## src/rtl/cwd_pkg.sv

```systemverilog
package cwd_pkg;

  // Seven leading bits of the comma, window bit 0 received first.
  localparam logic [6:0] MARK_FORM_N = 7'b1111100; // arrival order 0011111
  localparam logic [6:0] MARK_FORM_P = 7'b0000011; // arrival order 1100000

  typedef enum logic {SLOT_A = 1'b0, SLOT_B = 1'b1} slot_e;

  function automatic logic is_mark(input logic [6:0] lead7);
    return (lead7 == MARK_FORM_N) || (lead7 == MARK_FORM_P);
  endfunction

  // Edges to freeze so that a comma complete at the look-ahead window while
  // the phase is ph reaches the output window exactly at the slot-B boundary
  // (phase w-1 advancing), given a look-ahead of lead bits.
  function automatic int unsigned hold_len(input int unsigned ph,
                                           input int unsigned w,
                                           input int unsigned lead);
    return (ph + lead + 2 * w - (w - 1)) % (2 * w);
  endfunction

  // Level of byte clock A for a phase value; clock B is its complement.
  function automatic logic clk_a_level(input int unsigned ph,
                                       input int unsigned w);
    return (ph >= w / 2) && (ph < w / 2 + w);
  endfunction

endpackage

```

## src/rtl/cwd_shifter.sv

```systemverilog
module cwd_shifter #(
  parameter int W    = 10,
  parameter int LEAD = 20
) (
  input  logic         clk,
  input  logic         rst,
  input  logic         ser_in,
  output logic [W-1:0] win_new,
  output logic [W-1:0] win_old
);
  localparam int DEPTH = LEAD + W;

  logic [DEPTH-1:0] sr_q;

  // Newest bit enters at the top; the bottom W bits form the output window.
  always_ff @(posedge clk) begin
    if (rst) sr_q <= '0;
    else     sr_q <= {ser_in, sr_q[DEPTH-1:1]};
  end

  assign win_new = sr_q[DEPTH-1 -: W];
  assign win_old = sr_q[W-1:0];

  AST_SHIFT_ENTRY: assert property (@(posedge clk) disable iff (rst)
    1'b1 |=> sr_q[DEPTH-1] == $past(ser_in));
endmodule

```

## src/rtl/cwd_mark_det.sv

```systemverilog
module cwd_mark_det #(
  parameter int W = 10
) (
  input  logic [W-1:0] win,
  output logic         hit
);
  import cwd_pkg::*;

  always_comb hit = is_mark(win[6:0]);
endmodule

```

## src/rtl/cwd_phase.sv

```systemverilog
module cwd_phase #(
  parameter int W    = 10,
  parameter int LEAD = 20
) (
  input  logic                         clk,
  input  logic                         rst,
  input  logic                         align_en,
  input  logic                         hit_new,
  output logic [$clog2(2*W)-1:0]       ph_o,
  output logic                         busy_o,
  output logic                         load_a_o,
  output logic                         load_b_o,
  output logic                         bclk_a_o,
  output logic                         bclk_b_o
);
  import cwd_pkg::*;

  localparam int PH      = 2 * W;
  localparam int PHW     = $clog2(PH);
  localparam int PH_INIT = W + W / 2;
  localparam int GW      = PHW + 1;

  logic [PHW-1:0] ph_q, ph_n, cnt_q, cnt_n, k_w;
  logic           busy, start, adv;

  assign k_w   = PHW'(hold_len(32'(ph_q), W, LEAD));
  assign busy  = (cnt_q != '0);
  assign start = align_en && hit_new && !busy && (k_w != '0);
  assign adv   = !busy && !start;

  always_comb begin
    ph_n = ph_q;
    if (adv) ph_n = (ph_q == PHW'(PH - 1)) ? '0 : ph_q + PHW'(1);
    if (start)     cnt_n = k_w - PHW'(1);
    else if (busy) cnt_n = cnt_q - PHW'(1);
    else           cnt_n = '0;
  end

  always_ff @(posedge clk) begin
    if (rst) begin
      ph_q     <= PHW'(PH_INIT);
      cnt_q    <= '0;
      bclk_a_o <= clk_a_level(32'(PH_INIT), W);
      bclk_b_o <= !clk_a_level(32'(PH_INIT), W);
    end else begin
      ph_q     <= ph_n;
      cnt_q    <= cnt_n;
      bclk_a_o <= clk_a_level(32'(ph_n), W);
      bclk_b_o <= !clk_a_level(32'(ph_n), W);
    end
  end

  assign ph_o     = ph_q;
  assign busy_o   = busy;
  assign load_a_o = adv && (ph_q == PHW'(PH - 1));
  assign load_b_o = adv && (ph_q == PHW'(W - 1));

  // Rising-edge spacing monitor for clock A.
  logic          a_prev_q;
  logic [GW-1:0] gap_q;
  always_ff @(posedge clk) begin
    if (rst) begin
      a_prev_q <= clk_a_level(32'(PH_INIT), W);
      gap_q    <= '0;
    end else begin
      a_prev_q <= bclk_a_o;
      if (bclk_a_o && !a_prev_q)             gap_q <= GW'(1);
      else if (gap_q != '0 && gap_q != '1)   gap_q <= gap_q + GW'(1);
    end
  end

  AST_CLK_OPPOSED: assert property (@(posedge clk) disable iff (rst)
    bclk_a_o != bclk_b_o);
  AST_HOLD_FREEZES: assert property (@(posedge clk) disable iff (rst)
    !adv |=> $stable(bclk_a_o) && $stable(bclk_b_o));
  AST_HOLD_LIMIT: assert property (@(posedge clk) disable iff (rst)
    cnt_q <= PHW'(PH - 2));
  AST_MIN_PERIOD: assert property (@(posedge clk) disable iff (rst)
    (bclk_a_o && !a_prev_q && gap_q != '0) |-> gap_q >= GW'(PH));
endmodule

```

## src/rtl/cwd_word_reg.sv

```systemverilog
module cwd_word_reg #(
  parameter int W = 10
) (
  input  logic         clk,
  input  logic         rst,
  input  logic         load_a,
  input  logic         load_b,
  input  logic         hit_old,
  input  logic [W-1:0] win_old,
  output logic [W-1:0] word_o,
  output logic         det_o
);
  import cwd_pkg::*;

  slot_e slot_w;
  assign slot_w = load_b ? SLOT_B : SLOT_A;

  always_ff @(posedge clk) begin
    if (rst) begin
      word_o <= '0;
      det_o  <= 1'b0;
    end else if (load_a || load_b) begin
      word_o <= win_old;
      det_o  <= (slot_w == SLOT_B) && hit_old;
    end
  end

  AST_WORD_STEADY: assert property (@(posedge clk) disable iff (rst)
    !(load_a || load_b) |=> $stable(word_o));
  AST_FLAG_IS_MARK: assert property (@(posedge clk) disable iff (rst)
    det_o |-> is_mark(word_o[6:0]));
  AST_ONE_SLOT: assert property (@(posedge clk) disable iff (rst)
    $onehot0({load_a, load_b}));
endmodule

```

## src/rtl/comma_word_deser.sv

```systemverilog
module comma_word_deser #(
  parameter int WORD_W = 10
) (
  input  logic              clk,
  input  logic              rst,
  input  logic              ser_in,
  input  logic              align_en,
  output logic [WORD_W-1:0] word_o,
  output logic              comma_det_o,
  output logic              bclk_a_o,
  output logic              bclk_b_o
);
  localparam int LEAD = 2 * WORD_W;
  localparam int PHW  = $clog2(2 * WORD_W);

  logic [WORD_W-1:0] win_new, win_old;
  logic              hit_new, hit_old;
  logic [PHW-1:0]    ph;
  logic              busy, load_a, load_b;

  cwd_shifter #(.W(WORD_W), .LEAD(LEAD)) u_shift (
    .clk(clk), .rst(rst), .ser_in(ser_in),
    .win_new(win_new), .win_old(win_old)
  );

  cwd_mark_det #(.W(WORD_W)) u_det_new (.win(win_new), .hit(hit_new));
  cwd_mark_det #(.W(WORD_W)) u_det_old (.win(win_old), .hit(hit_old));

  cwd_phase #(.W(WORD_W), .LEAD(LEAD)) u_phase (
    .clk(clk), .rst(rst), .align_en(align_en), .hit_new(hit_new),
    .ph_o(ph), .busy_o(busy), .load_a_o(load_a), .load_b_o(load_b),
    .bclk_a_o(bclk_a_o), .bclk_b_o(bclk_b_o)
  );

  cwd_word_reg #(.W(WORD_W)) u_word (
    .clk(clk), .rst(rst), .load_a(load_a), .load_b(load_b),
    .hit_old(hit_old), .win_old(win_old),
    .word_o(word_o), .det_o(comma_det_o)
  );

  AST_FLAG_SLOT_B: assert property (@(posedge clk) disable iff (rst)
    comma_det_o |-> (ph >= PHW'(WORD_W)));
  AST_ALIGNED_NO_HOLD: assert property (@(posedge clk) disable iff (rst)
    (align_en && hit_new && !busy && ph == PHW'(WORD_W - 1))
      |=> ph == PHW'(WORD_W));
  AST_OFF_NO_HOLD: assert property (@(posedge clk) disable iff (rst)
    (!align_en && !busy) |=> !busy);
  AST_RESET_LEVELS: assert property (@(posedge clk)
    rst |=> (word_o == '0) && !comma_det_o && !bclk_a_o && bclk_b_o);
endmodule

```

## config.mk

```make
export PLATFORM = sky130hd
export DESIGN_NAME = comma_word_deser
export DESIGN_NICKNAME = d
export VERILOG_FILES = /design/src/rtl/cwd_pkg.sv /design/src/rtl/cwd_shifter.sv /design/src/rtl/cwd_mark_det.sv /design/src/rtl/cwd_phase.sv /design/src/rtl/cwd_word_reg.sv /design/src/rtl/comma_word_deser.sv
export SDC_FILE = /design/constraint.sdc
export NUM_CORES = 1
export LEC_CHECK = 0
export ABC_CLOCK_PERIOD_IN_PS = 4200
export CORE_MARGIN = 4
export CORE_UTILIZATION = 50
export CTS_CLUSTER_SIZE = 24
export DETAILED_ROUTE_END_ITERATION = 6
export GPL_TIMING_DRIVEN = 0
export PLACE_DENSITY = 0.79
export SKIP_CTS_REPAIR_TIMING = 1
export SLEW_MARGIN = 20
export SYNTH_ARGS = -nofsm -noshare
export SYNTH_HDL_FRONTEND = slang
export SYNTH_SLANG_ARGS = --single-unit
```

## constraint.sdc

```tcl
create_clock -name clk -period 4.2 [get_ports clk]
set_input_delay 0.42 -clock clk [delete_from_list [all_inputs] [get_ports clk]]
set_output_delay 0.42 -clock clk [all_outputs]
set_load 0.01 [all_outputs]
```

==> out/metrics.yaml <==
floorplan:
  die-area_mm2: 0.00680
  die_w_um: 82.5
  core_area_mm2: 0.00524
  rows: 26
  start_util: 0.529
  io-pin-count: 17
  fp.dieH_um: 82.5
setup_path:
  cp-end-kind: "flop"
  critPathLaunchType: "flop"
  cp.required_ps: 4400
  r2r_slack_ps: 300
  worstSetupPathType: "reg -> reg"
  path_max_fanout: 10
  worstPathArrival_ps: 4100
synthesis:
  synth_cell_types: 65
  synth.cell_area_mm2: 0.00277
  ys_seq_area_frac: 0.383
  avgSynthCellArea_um2: 9.09
  ys_async_sr_fraction: 0
  synth_nets: 319
  ys_ff_latch: 53
  netlist_instances: 305
  ys.flop_type: "dfxtp_1"
  ys_warn_count: 0
  synth_enable_flop_cells: 0
cells_and_area:
  final_common_cell: "dfxtp_1"
  area_growth_pct: 13.5
  fin_cells: 400
  layout_common_cells: "dfxtp_1 (53), nor2b_1 (34), nor2_1 (33)"
  nNetsFinal: 343
  final_util: 0.600
  n_antenna_cell: 0
  drive_gt1_frac: 0.124
timing:
  rsz0062_at_grt: "no"
  slew_violations: 0
  period_share: 0.929
  holdWs_ps: 444
  period_minus_slack_ps: 3900
  worst_pin_slew_ps: 482
  slew_headroom: 0.676
  finalSetupTns_ps: 0
  finalClockSkew_ps: 7.80
  finalHoldViolCount: 0
  timing.fmax_mhz: 256
  setup_viol: 0
detailed_routing:
  ant_nets: 0
  routedWlPerCell_um: 13.4
  first_pass_iters: 4
  num_vias: 2193
  drc: 0
  routed_wirelength_um: 5350
  drt_iter0_drc: 126
  avgViaCountPerCell: 5.48
job:
  cap_violations: 0
power:
  switching_share: 0.414
  p_total_mw: 2.02
  internal_power_mw: 1.18
  p_switching_uw: 836
  power_density_mw_per_mm2: 642
  power_frac_seq: 0.280
  p_leak_nw: 1.18
  combPwrFrac: 0.556
  ir_drop_v: 0.000330
  p_clk_frac: 0.165
clock_tree:
  cts_sinks: 53
  clk_pin_slew_ps: 90
  cts_root_buffer: "clkbuf_8"
  insertion_delay_ps: 300
  cts.htree.levels: 2
  cts_tree: "built"
  numCtsBuffers: 5
  cts_buffer_depth: 2
global_route:
  grtUsageTotal: 0.174
  grt_max_degree: 17
  grt_antenna_before_repair: 0
  grt_pass1_wl_um: 9320
  overflow: 0
  grt_pass1_vias: 2053
place:
  place_congestion: 0.895
  io_buffers: 16
  dp.cells: 391
  hpwl_um: 3900
min_path:
  hold_path_class: "reg -> reg"
status:
  outcome: "finished clean"
-- synth_stat cells (all sizes together) (4+ instances only) --
master | instances | area [um^2]
a211oi | 6 | 45.0
a21oi | 12 | 71.3
a31oi | 7 | 50.1
buf | 14 | 115
clkbuf | 5 | 18.8
dfxtp | 53 | 1060
ha | 10 | 125
inv | 9 | 33.8
mux2i | 10 | 100
nand2 | 16 | 62.6
nand2b | 6 | 37.5
nand3 | 8 | 45.0
nand4 | 4 | 25.0
nor2 | 34 | 135
nor2b | 34 | 213
nor3 | 8 | 50.1
o21ai | 9 | 48.8
xnor2 | 6 | 67.6
xor2 | 4 | 42.6
-- worst max-delay path: stages, from the launching register on --
cell and delay [ps]:
dfxtp_1 360, buf_2 220, inv_1 110, ha_1 340, clkbuf_4 220, inv_1 180, nand3_1 160, o31ai_1 100
a21oi_1 110, ha_1 290, nor2b_1 160, a31oi_1 140, o221ai_2 340, a31oi_2 190, a21oi_2 210, buf_6 160
nand2_2 50, a32o_1 220, o2111a_1 250
-- flip-flops by register name, indices dropped and copies added (netlist names) --
register,flops
u_phase.bclk_a_o,1
u_phase.bclk_b_o,1
u_phase.ph_o,5
u_word.word_o,10
u_shift.sr_q,30
u_phase.cnt_q,5
u_word.det_o,1
-- logic make-up after synthesis --
logic type      share of synthesized area
mux                                0.0415
buf+inv                            0.0605
simple gates                        0.257
fa+ha+maj                          0.0451
flops                               0.383
xor+xnor                           0.0397
compound gates                      0.173
-- final timing paths --
check / startpoint / end / cells past startpoint
worst max-delay path: u_phase.ph_o[3] / u_phase.bclk_a_o / 18
worst min-delay path: u_shift.sr_q[14] / u_shift.sr_q[13] / 1
worst max register to register: u_phase.ph_o[3] / u_phase.bclk_a_o / 18
worst min register to register: u_shift.sr_q[14] / u_shift.sr_q[13] / 1
-- power groups by stage --
| stage | combinational [mW] | sequential [mW] | clock (mW) |
|---|---|---|---|
| finish | 1.12 | 0.564 | 0.332 |
| global route | 1.24 | 0.570 | 0.360 |
| CTS | 1.10 | 0.565 | 0.342 |
| detailed placement | 1.08 | 0.577 | 0 |
| global placement | 1.07 | 0.576 | 0 |
| floorplan | 0.878 | 0.576 | 0 |
-- metal layers --
| metal | GRT usage | up-vias | wire length [um] |
|---|---|---|---|
| met2 | 0.268 | 41 | 2460 |
| met4 | 0.0482 | 0 | 49 |
| met3 | 0.0358 | 5 | 189 |
| met1 | 0.245 | 1019 | 2650 |
| li1 | - | 1128 | - |
| met5 | 0 | - | 0 |
-- final cells by class --
| cell class | instances | area [um^2] |
|---|---|---|
| inverters | 9 | 33.8 |
| well taps | 70 | 87.6 |
| flip-flops and latches | 53 | 1060 |
| fillers | 460 | 2090 |
| multi-input cells | 224 | 1550 |
| clock buffers | 6 | 72.6 |
| repair buffers | 17 | 168 |
| plain buffers | 19 | 136 |
| clock inverters | 2 | 38.8 |
-- stage by stage --
step	area [um^2]	worst slack (ps)
after floorplan	2770	762
final	3140	296
after global placement	3020	341
after CTS	3130	252
after detailed placement	3020	275
after global routing	3140	29.2
(Power assumes the default switching activity.)
